**config.mk**
```make
export PLATFORM = sky130hd
export DESIGN_NAME = wdt_keyed_regs
export DESIGN_NICKNAME = d
export VERILOG_FILES = /design/src/rtl/wdt_pkg.sv /design/src/rtl/wdt_key_decode.sv /design/src/rtl/wdt_up_counter.sv /design/src/rtl/wdt_csr_bank.sv /design/src/rtl/wdt_keyed_regs.sv
export SDC_FILE = /design/constraint.sdc
export NUM_CORES = 1
export LEC_CHECK = 0
export ABC_AREA = 1
export BUFFER_PORTS_ARGS = -buffer_cell sky130_fd_sc_hd__buf_2
export CAP_MARGIN = 20
export CELL_PAD_IN_SITES_DETAIL_PLACEMENT = 1
export CELL_PAD_IN_SITES_GLOBAL_PLACEMENT = 2
export CORE_ASPECT_RATIO = 1.2
export CORE_MARGIN = 2
export CORE_UTILIZATION = 23
export DETAILED_ROUTE_END_ITERATION = 10
export PLACE_DENSITY_LB_ADDON = 0.12
export SLEW_MARGIN = 25
export SYNTH_ARGS = -nofsm -noshare
export SYNTH_HDL_FRONTEND = slang
export SYNTH_SLANG_ARGS = --single-unit
```
**constraint.sdc**
```tcl
create_clock -name clk -period 1.2 [get_ports clk]
set_input_delay 0.36 -clock clk [delete_from_list [all_inputs] [get_ports clk]]
set_output_delay 0.36 -clock clk [all_outputs]
set_load 0.03 [all_outputs]
```
**src/rtl/wdt_pkg.sv**
```systemverilog
package wdt_pkg;

    localparam int BUS_W  = 16;
    localparam int BYTE_W = BUS_W / 2;

    typedef struct packed {
        logic              ld_cnt;
        logic              ld_csr;
        logic              ld_rbits;
        logic              clr_ovf;
        logic [BYTE_W-1:0] data;
    } wdt_strobe_t;

endpackage

```
**src/rtl/wdt_key_decode.sv**
```systemverilog
module wdt_key_decode
    import wdt_pkg::*;
#(
    parameter int              ADDR_W   = 8,
    parameter logic [ADDR_W-1:0] OFS_SHARED = 8'h74,
    parameter logic [ADDR_W-1:0] OFS_RCTL   = 8'h76,
    parameter logic [BYTE_W-1:0] KEY_LOAD   = 8'h5A,
    parameter logic [BYTE_W-1:0] KEY_ALT    = 8'hA5
) (
    input  logic              clk,
    input  logic              rst_n,
    input  logic              wr_i,
    input  logic              word_i,
    input  logic [ADDR_W-1:0] addr_i,
    input  logic [BUS_W-1:0]  wdata_i,
    output wdt_strobe_t       strb_o
);

    logic [BYTE_W-1:0] key;
    logic [BYTE_W-1:0] lo;
    logic              word_wr;
    logic              hit_shared;
    logic              hit_rctl;

    always_comb begin
        key        = wdata_i[BUS_W-1:BYTE_W];
        lo         = wdata_i[BYTE_W-1:0];
        word_wr    = wr_i && word_i;
        hit_shared = word_wr && (addr_i == OFS_SHARED);
        hit_rctl   = word_wr && (addr_i == OFS_RCTL);

        strb_o          = '0;
        strb_o.data     = lo;
        strb_o.ld_cnt   = hit_shared && (key == KEY_LOAD);
        strb_o.ld_csr   = hit_shared && (key == KEY_ALT);
        strb_o.ld_rbits = hit_rctl   && (key == KEY_LOAD);
        strb_o.clr_ovf  = hit_rctl   && (key == KEY_ALT) && (lo == '0);
    end

    // byte accesses never produce a register strobe
    p_byte_no_strobe_r1: assert property (@(posedge clk) disable iff (!rst_n)
        (wr_i && !word_i) |-> !(strb_o.ld_cnt || strb_o.ld_csr || strb_o.ld_rbits || strb_o.clr_ovf));

    // at most one target per write
    p_single_target_r6: assert property (@(posedge clk) disable iff (!rst_n)
        $onehot0({strb_o.ld_cnt, strb_o.ld_csr, strb_o.ld_rbits, strb_o.clr_ovf}));

endmodule

```
**src/rtl/wdt_up_counter.sv**
```systemverilog
module wdt_up_counter #(
    parameter int CNT_W = 8
) (
    input  logic             clk,
    input  logic             rst_n,
    input  logic             ld_i,
    input  logic [CNT_W-1:0] ld_val_i,
    input  logic             tick_i,
    input  logic             run_i,
    output logic [CNT_W-1:0] cnt_o,
    output logic             wrap_o
);

    localparam logic [CNT_W-1:0] CNT_MAX = '1;

    typedef struct packed {
        logic [CNT_W-1:0] cnt;
    } cnt_state_t;

    cnt_state_t st_d, st_q;
    logic       step;

    always_comb begin
        st_d   = st_q;
        step   = tick_i && run_i && !ld_i;
        wrap_o = step && (st_q.cnt == CNT_MAX);
        if (ld_i) begin
            st_d.cnt = ld_val_i;
        end else if (step) begin
            st_d.cnt = st_q.cnt + 1'b1;
        end
    end

    always_ff @(posedge clk or negedge rst_n) begin
        if (!rst_n) begin
            st_q <= '0;
        end else begin
            st_q <= st_d;
        end
    end

    assign cnt_o = st_q.cnt;

    // keyed load is visible next cycle
    p_load_value_r2: assert property (@(posedge clk) disable iff (!rst_n)
        ld_i |=> (cnt_o == $past(ld_val_i)));

    // without tick or load the counter holds
    p_hold_r7: assert property (@(posedge clk) disable iff (!rst_n)
        (!tick_i && !ld_i) |=> $stable(cnt_o));

    // a load in the same cycle never produces a wrap
    p_load_beats_tick_r9: assert property (@(posedge clk) disable iff (!rst_n)
        ld_i |-> !wrap_o);

endmodule

```
**src/rtl/wdt_csr_bank.sv**
```systemverilog
module wdt_csr_bank
    import wdt_pkg::*;
#(
    parameter int EN_BIT   = 5,
    parameter int RENA_BIT = 6,
    parameter int RSEL_BIT = 5
) (
    input  logic              clk,
    input  logic              rst_n,
    input  wdt_strobe_t       strb_i,
    input  logic              wrap_i,
    output logic [BYTE_W-1:0] csr_o,
    output logic              run_o,
    output logic              ovf_o,
    output logic              rst_en_o,
    output logic              rst_sel_o,
    output logic              rst_req_o
);

    typedef struct packed {
        logic [BYTE_W-1:0] csr;
        logic              ovf;
        logic              rst_en;
        logic              rst_sel;
        logic              req;
    } bank_state_t;

    bank_state_t st_d, st_q;

    always_comb begin
        st_d     = st_q;
        st_d.req = 1'b0;
        if (strb_i.ld_csr) begin
            st_d.csr = strb_i.data;
        end
        if (strb_i.ld_rbits) begin
            st_d.rst_en  = strb_i.data[RENA_BIT];
            st_d.rst_sel = strb_i.data[RSEL_BIT];
        end
        if (wrap_i) begin
            st_d.ovf = 1'b1;
            st_d.req = st_q.rst_en;
        end else if (strb_i.clr_ovf) begin
            st_d.ovf = 1'b0;
        end
    end

    always_ff @(posedge clk or negedge rst_n) begin
        if (!rst_n) begin
            st_q <= '0;
        end else begin
            st_q <= st_d;
        end
    end

    assign csr_o     = st_q.csr;
    assign run_o     = st_q.csr[EN_BIT];
    assign ovf_o     = st_q.ovf;
    assign rst_en_o  = st_q.rst_en;
    assign rst_sel_o = st_q.rst_sel;
    assign rst_req_o = st_q.req;

    // a wrap always leaves the flag set, even against a clear
    p_ovf_set_r8: assert property (@(posedge clk) disable iff (!rst_n)
        wrap_i |=> ovf_o);

    // overflow clear leaves the reset bits alone
    p_clear_keeps_bits_r5: assert property (@(posedge clk) disable iff (!rst_n)
        strb_i.clr_ovf |=> ($stable(rst_en_o) && $stable(rst_sel_o)));

    // reset-bit write leaves the flag alone
    p_rbits_keep_ovf_r4: assert property (@(posedge clk) disable iff (!rst_n)
        (strb_i.ld_rbits && !wrap_i && !strb_i.clr_ovf) |=> $stable(ovf_o));

    // request only with the flag set, and never two cycles running
    p_req_needs_ovf_r10: assert property (@(posedge clk) disable iff (!rst_n)
        rst_req_o |-> ovf_o);
    p_req_pulse_r10: assert property (@(posedge clk) disable iff (!rst_n)
        rst_req_o |=> !rst_req_o);

    // control byte only changes on its keyed write
    p_csr_guard_r3: assert property (@(posedge clk) disable iff (!rst_n)
        !strb_i.ld_csr |=> $stable(csr_o));

endmodule

```
**src/rtl/wdt_keyed_regs.sv**
```systemverilog
module wdt_keyed_regs
    import wdt_pkg::*;
#(
    parameter int                ADDR_W     = 8,
    parameter logic [ADDR_W-1:0] OFS_SHARED = 8'h74,
    parameter logic [ADDR_W-1:0] OFS_RCTL   = 8'h76,
    parameter logic [BYTE_W-1:0] KEY_LOAD   = 8'h5A,
    parameter logic [BYTE_W-1:0] KEY_ALT    = 8'hA5,
    parameter int                EN_BIT     = 5,
    parameter int                RENA_BIT   = 6,
    parameter int                RSEL_BIT   = 5
) (
    input  logic              clk,
    input  logic              rst_n,
    input  logic              bus_wr_i,
    input  logic              bus_word_i,
    input  logic [ADDR_W-1:0] bus_addr_i,
    input  logic [BUS_W-1:0]  bus_wdata_i,
    input  logic              tick_i,
    output logic [BYTE_W-1:0] cnt_o,
    output logic [BYTE_W-1:0] csr_o,
    output logic              ovf_o,
    output logic              rst_en_o,
    output logic              rst_sel_o,
    output logic              rst_req_o,
    output logic              rst_type_o
);

    wdt_strobe_t strb;
    logic        wrap;
    logic        run;

    wdt_key_decode #(
        .ADDR_W     (ADDR_W),
        .OFS_SHARED (OFS_SHARED),
        .OFS_RCTL   (OFS_RCTL),
        .KEY_LOAD   (KEY_LOAD),
        .KEY_ALT    (KEY_ALT)
    ) u_decode (
        .clk     (clk),
        .rst_n   (rst_n),
        .wr_i    (bus_wr_i),
        .word_i  (bus_word_i),
        .addr_i  (bus_addr_i),
        .wdata_i (bus_wdata_i),
        .strb_o  (strb)
    );

    wdt_up_counter #(
        .CNT_W (BYTE_W)
    ) u_counter (
        .clk      (clk),
        .rst_n    (rst_n),
        .ld_i     (strb.ld_cnt),
        .ld_val_i (strb.data),
        .tick_i   (tick_i),
        .run_i    (run),
        .cnt_o    (cnt_o),
        .wrap_o   (wrap)
    );

    wdt_csr_bank #(
        .EN_BIT   (EN_BIT),
        .RENA_BIT (RENA_BIT),
        .RSEL_BIT (RSEL_BIT)
    ) u_bank (
        .clk       (clk),
        .rst_n     (rst_n),
        .strb_i    (strb),
        .wrap_i    (wrap),
        .csr_o     (csr_o),
        .run_o     (run),
        .ovf_o     (ovf_o),
        .rst_en_o  (rst_en_o),
        .rst_sel_o (rst_sel_o),
        .rst_req_o (rst_req_o)
    );

    assign rst_type_o = rst_sel_o;

    // the type output follows the select bit
    p_type_follows_r10: assert property (@(posedge clk) disable iff (!rst_n)
        rst_req_o |-> (rst_type_o == rst_sel_o));

endmodule

```
==> impl_metrics.csv, run 1 <==
group,metric,value,unit
timing,hold_violations,0,
cts,htree_levels,1,
floorplan,chipHeight,85.3,um
critical_path,cp_common_cell,"buf_6",
cts,cts_buffer_depth,2,
pwr,vdd_drop_max,0.357,mV
layout,final_common_cell,"nand2_1",
critical_path,reg2reg_from,"u_counter.cnt_o[1]",
cts,cts_num_sinks,20,
routing,totalWireLength,4270,um
cts,cts.clk_slew.worst_paths,0.07,ns
pwr,swShare,23.3,%
global_routing,grt_max_degree,21,
placed_design,place_congestion,0.768,
critical_path,crit_fanout,3,
run_status,violations,"setup timing",
timing,grt_setup_unrepaired,"true",
run,maxCapViolCount,0,
timing,slew_violations,0,
synth,synth-simple-area-share,41.9,%
pwr,p_clk_share,35.1,%
synth,synth.distinct_cells,23,
timing,min_period,1.31,ns
synth,synthAdderAreaFrac,0.987,%
layout,mostFrequentLayoutCells,"nand2_1, buf_4, buf_2, buf_6, nand3_1",
cts,cts_hold_buf,0,
timing,setup_viol,6,
floorplan,die_area,6120,um2
routing,ant_nets,0,
critical_path,cpPeakStageDelay,0.44,ns
pwr,power_frac_comb,12.2,%
timing,fin_crit_sh,109,%
cts,numCtsBuffers,3,
critical_path,slowest_stage,"dfrtp_2",
pwr,internal_power,0.981,mW
global_routing,grt_overflow,0,
synth,muxShareOfSynthArea,0,%
pwr,seqPwrFrac,52.7,%
routing,via_count,1438,
synth,syn_area,1270,um2
critical_path,arrival,0.95,ns
synth,synthCells,168,
cts,clock-root-buffer,"clkbuf_8",
routing,vias_per_cell,4.52,
synth,synth_nets,198,
timing,hold_ws,0.0485,ns
timing,worst_pin_slew,0.474,ns
synth,yosysWarnings,0,
layout,fill_cells,651,
timing,clock_skew,0.00530,ns
global_routing,grt_pass1_wl,7000,um
placed_design,pre_cts_slack,-0.292,ns
timing,timing.fmax,764,MHz
cts,cts_tree,"built",
critical_path,crit_path_end_kind,"output port",
synth,synth_compound_area_share,4.24,%
floorplan,core_area,5300,um2
critical_path,r2r_end,"u_counter.cnt_o[6]",
global_routing,grt_usage,14.3,%
timing,slew_headroom,68.4,%
layout,antenna_cells,0,
synth,synth-seq-cells,20,
synth,synth_top_family_by_area,"simple AND/OR/NAND/NOR gates",
critical_path,startpoint_type,"flop",
critical_path,reg2regPathDepth,8,
routing,wl_per_cell,13.4,um
routing,remaining_drc_errors,0,
synth,syn_area_per_cell,7.54,um2
floorplan,io_pins,50,
floorplan,num_rows,29,
critical_path,worstSetupStartpoint,"u_counter.cnt_o[0]",
run_status,outcome,"complete, but fails checks",
critical_path,crit_required,0.84,ns
synth,synthXorXnorAreaFrac,2.07,%
critical_path,cp_cell_sequence,"buf_6 -> buf_6",
routing,first_iter_violations,19,
pwr,cellLeakagePower,1.12,nW
min_path,hp-class,"in2async",
routing,firstDrtPassIters,4,
synth,ys_seq_area_share,39.5,%
layout,drive_above_1_share,58.2,%
critical_path,rrSetupSlack,-0.04,ns
pwr,power.density,565,nW/um2
placed_design,dpl.hpwl,3220,um
timing,setup_ws,-0.108,ns
layout,syn_to_final_growth,78.7,%
layout,layout.nets,287,
floorplan,fp.dieW,71.8,um
pwr,p_switching,0.299,mW
placed_design,io_buffers,49,
global_routing,grt_pass1_vias,1548,
floorplan,start_util,23.9,%
global_routing,antenna_found_initial,0,
cts,clock_latency,0.26,ns
critical_path,crit_type,"reg2out",
-- cell families after synthesis --
kind of cell,after synthesis
buffers and inverters,31
AO/OA/AOI/OAI,7
flip-flops,20
XOR/XNOR,3
AND/OR/NAND/NOR,106
adder cells (fa/ha/maj),1
-- repair_timing --
item | CTS | global route
gates cloned | 0 | 1
buffers inserted | 12 | 6
pin swaps | 7 | 8
endpoints found under the setup margin | 23 | 36
resized for setup | 40 | 49
-- synth_stat cells (all sizes together) --
master	instances	area (um2)
nand2	43	169
nand3	39	213
inv	25	93.8
dfrtp	20	500
nor2	15	85.1
o21ai	7	53.8
buf	6	50.0
nand4	4	25.0
nor3	3	26.3
xor2	3	26.3
and2	1	6.26
ha	1	12.5
nor4	1	6.26
-- area by class of cell --
type,instances,area (um2),share of cell area [%]
flip-flops and latches,20,507,22.4
inverters,25,93.8,4.14
clock buffers,4,45.0,1.99
well taps,62,77.6,3.43
multi-input cells,118,842,37.2
repair buffers,89,699,30.9
-- power by group through the flow --
stage	Clock, mW	Combinational (mW)	Sequential [mW]
finish	0.450	0.156	0.674
global route	0.495	0.175	0.674
CTS	0.468	0.150	0.674
detailed placement	0	0.148	0.687
global placement	0	0.143	0.687
floorplan	0	0.0414	0.688
-- state kept, by name (all words and copies together) (netlist names) --
signal,cells
u_bank.csr_o,8
u_counter.cnt_o,8
u_bank.rst_sel_o,1
u_bank.rst_req_o,1
u_bank.rst_en_o,1
u_bank.ovf_o,1
-- stage by stage --
stage | instances | instance area, um2 | utilization (%) | TNS (ns) | power (mW)
finish | 318 | 2260 | 42.7 | -0.347 | 1.28
global placement | 296 | 1770 | 33.5 | -3.78 | 0.830
CTS | 311 | 2050 | 38.6 | -0.385 | 1.29
floorplan | 168 | 1330 | - | -0.0696 | 0.729
global route | 318 | 2260 | 42.7 | -1.03 | 1.34
detailed placement | 296 | 1770 | 33.5 | -4.74 | 0.835
-- routing by layer --
metal	up-vias	part of all wire, %	global-route usage, %
met4	0	1.3	4.29
met2	27	57	27.4
met5	-	0	0
met3	6	3.4	2.02
li1	712	-	-
met1	693	38	16.1
-- worst max-delay path: cells and delay by family (launching register included) --
kind                   cells  cell delay, ns
flip-flops                 1            0.44
buffers and inverters      2            0.26
-- worst max path at each step --
stage               depth (start not counted)  slack (ns)                 end
finish                                      2       -0.11            cnt_o[0]
global route                                2       -0.15            cnt_o[0]
CTS                                         2       -0.12            cnt_o[0]
detailed placement                         10       -0.29    u_bank.rst_sel_o
global placement                           10       -0.24     u_bank.rst_en_o
floorplan                                   8       -0.04  u_counter.cnt_o[6]
No activity file was read; power rests on OpenSTA's default activity.
==> run 2, diff against run 1 <==
--- a/config.mk
+++ b/config.mk
@@ -14,6 +14,7 @@
 export CORE_MARGIN = 2
 export CORE_UTILIZATION = 23
 export DETAILED_ROUTE_END_ITERATION = 10
+export MAX_ROUTING_LAYER = met4
 export PLACE_DENSITY_LB_ADDON = 0.12
 export SLEW_MARGIN = 25
 export SYNTH_ARGS = -nofsm -noshare
==> run 2 against run 1 <==
The run still ends with setup timing left. Worst hold slack about the same. Clock skew about the same. Non-clock buffer count unchanged. Largest cell class unchanged.
==> impl_metrics.csv, run 2 (synthesized netlist as in run 1, its figures left out) <==
group,metric,value,unit
run_status,outcome,"complete, but fails checks",
run_status,violations,"setup timing",
cts,clock-root-buffer,"clkbuf_8",
layout,syn_to_final_growth,78.7,%
floorplan,start_util,23.9,%
floorplan,num_rows,29,
critical_path,cpPeakStageDelay,0.44,ns
routing,vias_per_cell,4.50,
pwr,vdd_drop_max,0.357,mV
global_routing,grt_usage,14.8,%
timing,min_period,1.31,ns
critical_path,crit_path_end_kind,"output port",
layout,stdcell_count,318,
critical_path,r2r_end,"u_counter.cnt_o[6]",
pwr,internal_power,0.981,mW
routing,totalWireLength,4270,um
global_routing,grtUsageMet2,27.4,%
timing,setup_viol,7,
cts,cts_tree,"built",
cts,numCtsBuffers,3,
cts,cts_num_sinks,20,
critical_path,reg2regPathDepth,8,
timing,slew_violations,0,
global_routing,gr-usage-met3,1.54,%
layout,antenna_cells,0,
critical_path,crit_fanout,3,
timing,fin_crit_sh,109,%
timing,grt_setup_unrepaired,"true",
placed_design,io_buffers,49,
timing,hold_violations,0,
global_routing,grt_max_degree,21,
run,maxCapViolCount,0,
cts,cts_buffer_depth,2,
critical_path,cp_common_cell,"buf_6",
routing,first_iter_violations,27,
routing,via_count,1431,
critical_path,crit_type,"reg2out",
pwr,power.density,565,nW/um2
timing,worst_pin_slew,0.474,ns
layout,post-route-util,42.7,%
pwr,swShare,23.3,%
cts,clock_latency,0.26,ns
timing,clock_skew,0.00522,ns
pwr,cellLeakagePower,1.12,nW
cts,htree_levels,1,
floorplan,core_area,5300,um2
placed_design,place_congestion,0.778,
placed_design,dpl.cell_count,296,
layout,final_common_cell,"nand2_1",
global_routing,grt_overflow,0,
global_routing,antenna_found_initial,0,
critical_path,slowest_stage,"dfrtp_2",
floorplan,chipHeight,85.3,um
timing,setup_ws,-0.108,ns
min_path,hp-class,"in2async",
pwr,p_total,1.28,mW
critical_path,reg2reg_from,"u_counter.cnt_o[1]",
timing,slew_headroom,68.4,%
critical_path,cp_num_buf_inv,2,
global_routing,grt.busiest_layer,"met2",
routing,remaining_drc_errors,0,
pwr,p_switching,0.298,mW
critical_path,crit_required,0.84,ns
global_routing,grt_pass1_vias,1549,
floorplan,fp.dieW,71.8,um
pwr,power_frac_comb,12.2,%
global_routing,grt_pass1_wl,6990,um
critical_path,arrival,0.95,ns
critical_path,path_delay_family,"flip-flops",
timing,setup_tns,-0.348,ns
critical_path,startpoint_type,"flop",
critical_path,crit_path_end,"cnt_o[0]",
pwr,p_clk_share,35.1,%
floorplan,io_pins,50,
global_routing,met1_usage,16.4,%
critical_path,cp_cell_sequence,"buf_6 -> buf_6",
floorplan,die_area,6120,um2
cts,cts.clk_slew.worst_paths,0.07,ns
pwr,seqPwrFrac,52.7,%
critical_path,cp_num_cells,2,
routing,wl_per_cell,13.4,um
routing,firstDrtPassIters,4,
timing,timing.fmax,764,MHz
layout,mostFrequentLayoutCells,"nand2_1, buf_4, buf_2, buf_6, nand3_1",
placed_design,dpl.hpwl,3220,um
layout,layout.nets,287,
routing,ant_nets,0,
critical_path,rrSetupSlack,-0.04,ns
layout,drive_above_1_share,58.2,%
critical_path,worstSetupStartpoint,"u_counter.cnt_o[0]",
run 2: cell counts in the layout (fill, tap and decap cells not counted):
Identical to the previous run, type by type.
run 2: worst min-delay path by stage:
stage	from	to	slack (ns)	cells after the start
after floorplan	rst_n	u_bank.csr_o[0]	0.06	0
after global placement	rst_n	u_counter.cnt_o[1]	0.34	1
after detailed placement	rst_n	u_counter.cnt_o[1]	0.34	1
after CTS	rst_n	u_counter.cnt_o[1]	0.06	1
after global routing	rst_n	u_bank.csr_o[0]	0.07	1
final	rst_n	u_counter.cnt_o[1]	0.05	1
run 2: timing repair:
item	in CTS	in global routing
cloned	0	1
gates resized for setup	40	49
pin swaps	7	8
buffers inserted	12	6
endpoints found under the setup margin	23	36
hold buffers	0	0
run 2: metrics by stage:
| stage | instance area [um2] | setup WS, ns | hold WS [ns] |
|---|---|---|---|
| 6_report | 2260 | -0.108 | 0.0485 |
| 4_1_cts | 2050 | -0.117 | 0.0602 |
| 2_1_floorplan | 1330 | -0.0415 | 0.0644 |
| 5_1_grt | 2260 | -0.150 | 0.0672 |
| 3_3_place_gp | 1770 | -0.237 | 0.342 |
| 3_5_place_dp | 1770 | -0.292 | 0.344 |
run 2: worst reg2reg max path: cells and delay by family (launching register included):
family | cells | cell delay (ns)
buffers and inverters | 1 | 0.03
flip-flops | 1 | 0.43
AND/OR/NAND/NOR | 6 | 0.49
adder cells (fa/ha/maj) | 1 | 0.17
run 2: routing by layer:
layer  vias up  share of wire, %  routed length, um
li1        712                 -                  -
met3         6               3.1                132
met2        27                57               2420
met1       686                39               1650
met4         0               1.3                 57
met5         -                 0                  0
run 2: final cells by class:
class / instances / area (um2)
inverters: 25 / 93.8
flip-flops and latches: 20 / 507
repair buffers: 89 / 699
fillers: 651 / 3030
clock buffers: 4 / 45.0
well taps: 62 / 77.6
multi-input cells: 118 / 842
run 2: power by group through the flow:
stage	registers (mW)	logic, mW	clock network (mW)
after global placement	0.687	0.143	0
final	0.674	0.156	0.450
after global routing	0.674	0.175	0.495
after detailed placement	0.687	0.148	0
after floorplan	0.688	0.0414	0
after CTS	0.674	0.150	0.468
==> run 3, diff against run 2 <==
--- a/config.mk
+++ b/config.mk
@@ -14,9 +14,11 @@
 export CORE_MARGIN = 2
 export CORE_UTILIZATION = 23
 export DETAILED_ROUTE_END_ITERATION = 10
+export GPL_TIMING_DRIVEN = 1
 export MAX_ROUTING_LAYER = met4
 export PLACE_DENSITY_LB_ADDON = 0.12
 export SLEW_MARGIN = 25
 export SYNTH_ARGS = -nofsm -noshare
 export SYNTH_HDL_FRONTEND = slang
+export SYNTH_HIERARCHICAL = 1
 export SYNTH_SLANG_ARGS = --single-unit
==> run 3 against run 2 <==
The run still ends with setup timing left. Power grew 0.59%. Clock skew is essentially flat. Fmax grew 1.3%. Global-route usage grew 0.76 points. Utilization shrank 1.4 points. Sequential power is essentially flat. Worst hold slack gained 0.0031 ns. Critical path type unchanged.
==> impl_metrics.csv, run 3 <==
group,metric,value,unit
synth,syn_area,1290,um2
global_routing,antenna_found_initial,0,
critical_path,startpoint_type,"flop",
run_status,outcome,"complete, but fails checks",
critical_path,path_delay_family,"flip-flops",
min_path,hp-class,"in2async",
floorplan,chipHeight,86.1,um
run_status,violations,"setup timing",
critical_path,arrival,0.93,ns
layout,drive_above_1_share,53.2,%
global_routing,grt_max_degree,21,
global_routing,grt_pass1_wl,7320,um
layout,layout.nets,298,
critical_path,crit_required,0.84,ns
placed_design,place_congestion,0.751,
global_routing,grt_pass1_vias,1649,
floorplan,io_pins,50,
synth,synth_top_cells_by_area,"dfrtp_1, nand2_1, buf_4",
timing,worst_pin_slew,0.487,ns
layout,syn_to_final_growth,72.0,%
synth,synth_top_area_cell,"dfrtp_1",
floorplan,die_area,6230,um2
layout,mostFrequentLayoutCells,"nand2_1, buf_4, buf_6, buf_2, inv_1",
layout,fill_cells,680,
layout,seqCellArea,508,um2
cts,clock_latency,0.26,ns
floorplan,num_rows,29,
global_routing,grt_overflow,0,
synth,synthDominantCellAreaShare,38.8,%
pwr,power.density,580,nW/um2
synth,synth.distinct_cells,23,
placed_design,dpl.hpwl,3350,um
synth,synth-async-reset-ratio,100,%
timing,slew_headroom,67.5,%
timing,setup_viol,7,
layout,antenna_cells,0,
synth,synth_nets,215,
critical_path,cpPeakStageDelay,0.42,ns
cts,cts_buffer_depth,2,
critical_path,crit_type,"reg2out",
global_routing,grt_usage,15.5,%
routing,remaining_drc_errors,0,
synth,synthFlopType,"dfrtp_1",
cts,clock-root-buffer,"clkbuf_8",
placed_design,io_buffers,49,
timing,fin_crit_sh,108,%
timing,min_period,1.29,ns
synth,yosysWarnings,6,
synth,synth-seq-cells,20,
timing,slew_violations,0,
synth,synthMostInstantiatedCell,"nand2_1",
cts,numCtsBuffers,3,
timing,timing.fmax,774,MHz
run,maxCapViolCount,0,
layout,final_common_cell,"nand2_1",
pwr,cellLeakagePower,1.17,nW
timing,grt_setup_unrepaired,"true",
routing,totalWireLength,4330,um
cts,cts_hold_buf,0,
synth,synth_edf_count,0,
synth,ys_seq_area_share,38.8,%
critical_path,cp_num_buf_inv,2,
floorplan,core_area,5370,um2
layout,post-route-util,41.4,%
timing,setup_tns,-0.245,ns
routing,first_iter_violations,8,
cts,cts.clk_slew.worst_paths,0.08,ns
routing,firstDrtPassIters,4,
timing,clock_skew,0.00562,ns
timing,hold_ws,0.0517,ns
synth,yosys-top-cells-count,"nand2_1, dfrtp_1, nor2_1, inv_1, nand3_1",
routing,ant_nets,0,
critical_path,crit_fanout,2,
routing,wl_per_cell,13.1,um
cts,cts_num_sinks,20,
floorplan,start_util,24.0,%
pwr,vdd_drop_max,0.322,mV
critical_path,cp_common_cell,"buf_6",
critical_path,cp_cell_sequence,"buf_6 -> buf_6",
synth,synthCells,185,
routing,vias_per_cell,4.40,
cts,cts_tree,"built",
cts,htree_levels,1,
routing,via_count,1446,
critical_path,slowest_stage,"dfrtp_2",
floorplan,fp.dieW,72.4,um
layout,multiInputGateArea,726,um2
timing,hold_violations,0,
synth,syn_area_per_cell,6.98,um2
timing,setup_ws,-0.0921,ns
critical_path,crit_path_end_kind,"output port",
run 3: layer usage:
metal  wire [um]  GRT usage [%]  share of wire, %  up-vias
met5           0              -                 0        -
met4         104           6.90               2.4        0
met3         123          0.705               2.8        6
met2        2480           29.9                57       36
met1        1610           15.9                37      691
li1            -              -                 -      713
run 3: power breakdown:
group,internal [mW],switching [mW]
clock,0.236,0.224
sequential,0.674,0.000249
combinational,0.0795,0.0739
run 3: layout make-up:
cell class / count / share of cell area, %
clock buffer: 4 / 2.03
inverter: 24 / 5.63
multi-input combinational: 129 / 32.7
sequential: 20 / 22.9
tap: 62 / 3.49
timing repair buffer: 90 / 33.3
run 3: path summary, 6_finish.rpt:
path | startpoint | end | slack (ns) | cells past startpoint
setup reg to reg | u_counter/cnt_o[0] | u_counter/cnt_o[2] | 0 | 5
setup / recovery | u_counter/cnt_o[0] | cnt_o[0] | -0.09 | 2
hold reg to reg | u_bank/csr_o[1] | u_bank/csr_o[1] | 0.50 | 2
max in group asynchronous | rst_n | u_bank/csr_o[5] | 0.78 | 1
min in group clk | bus_wdata_i[4] | u_bank/csr_o[4] | 0.36 | 3
hold / removal | rst_n | u_counter/cnt_o[2] | 0.05 | 1
run 3: kinds of logic after synthesis:
kind of cell | synth area share [%]
AOI/OAI and AO/OA | 2.81
buffers and inverters | 15.3
DFF | 38.8
and+or+nand+nor | 42.2
adders and majority gates | 0.969
run 3: stage by stage:
step	total power, mW	instance area [um2]	instances	setup WS, ns
final	1.29	2220	329	-0.0921
after global routing	1.36	2220	329	-0.163
after floorplan	0.740	1340	185	-0.109
after CTS	1.31	2040	320	-0.0835
after detailed placement	0.827	1700	302	-0.371
after global placement	0.820	1700	302	-0.331
run 3: what timing repair did:
item / in CTS / in global routing
resized for setup: 56 / 36
setup buffers: 14 / 9
endpoints found under the setup margin: 32 / 38
pin swaps: 8 / 11
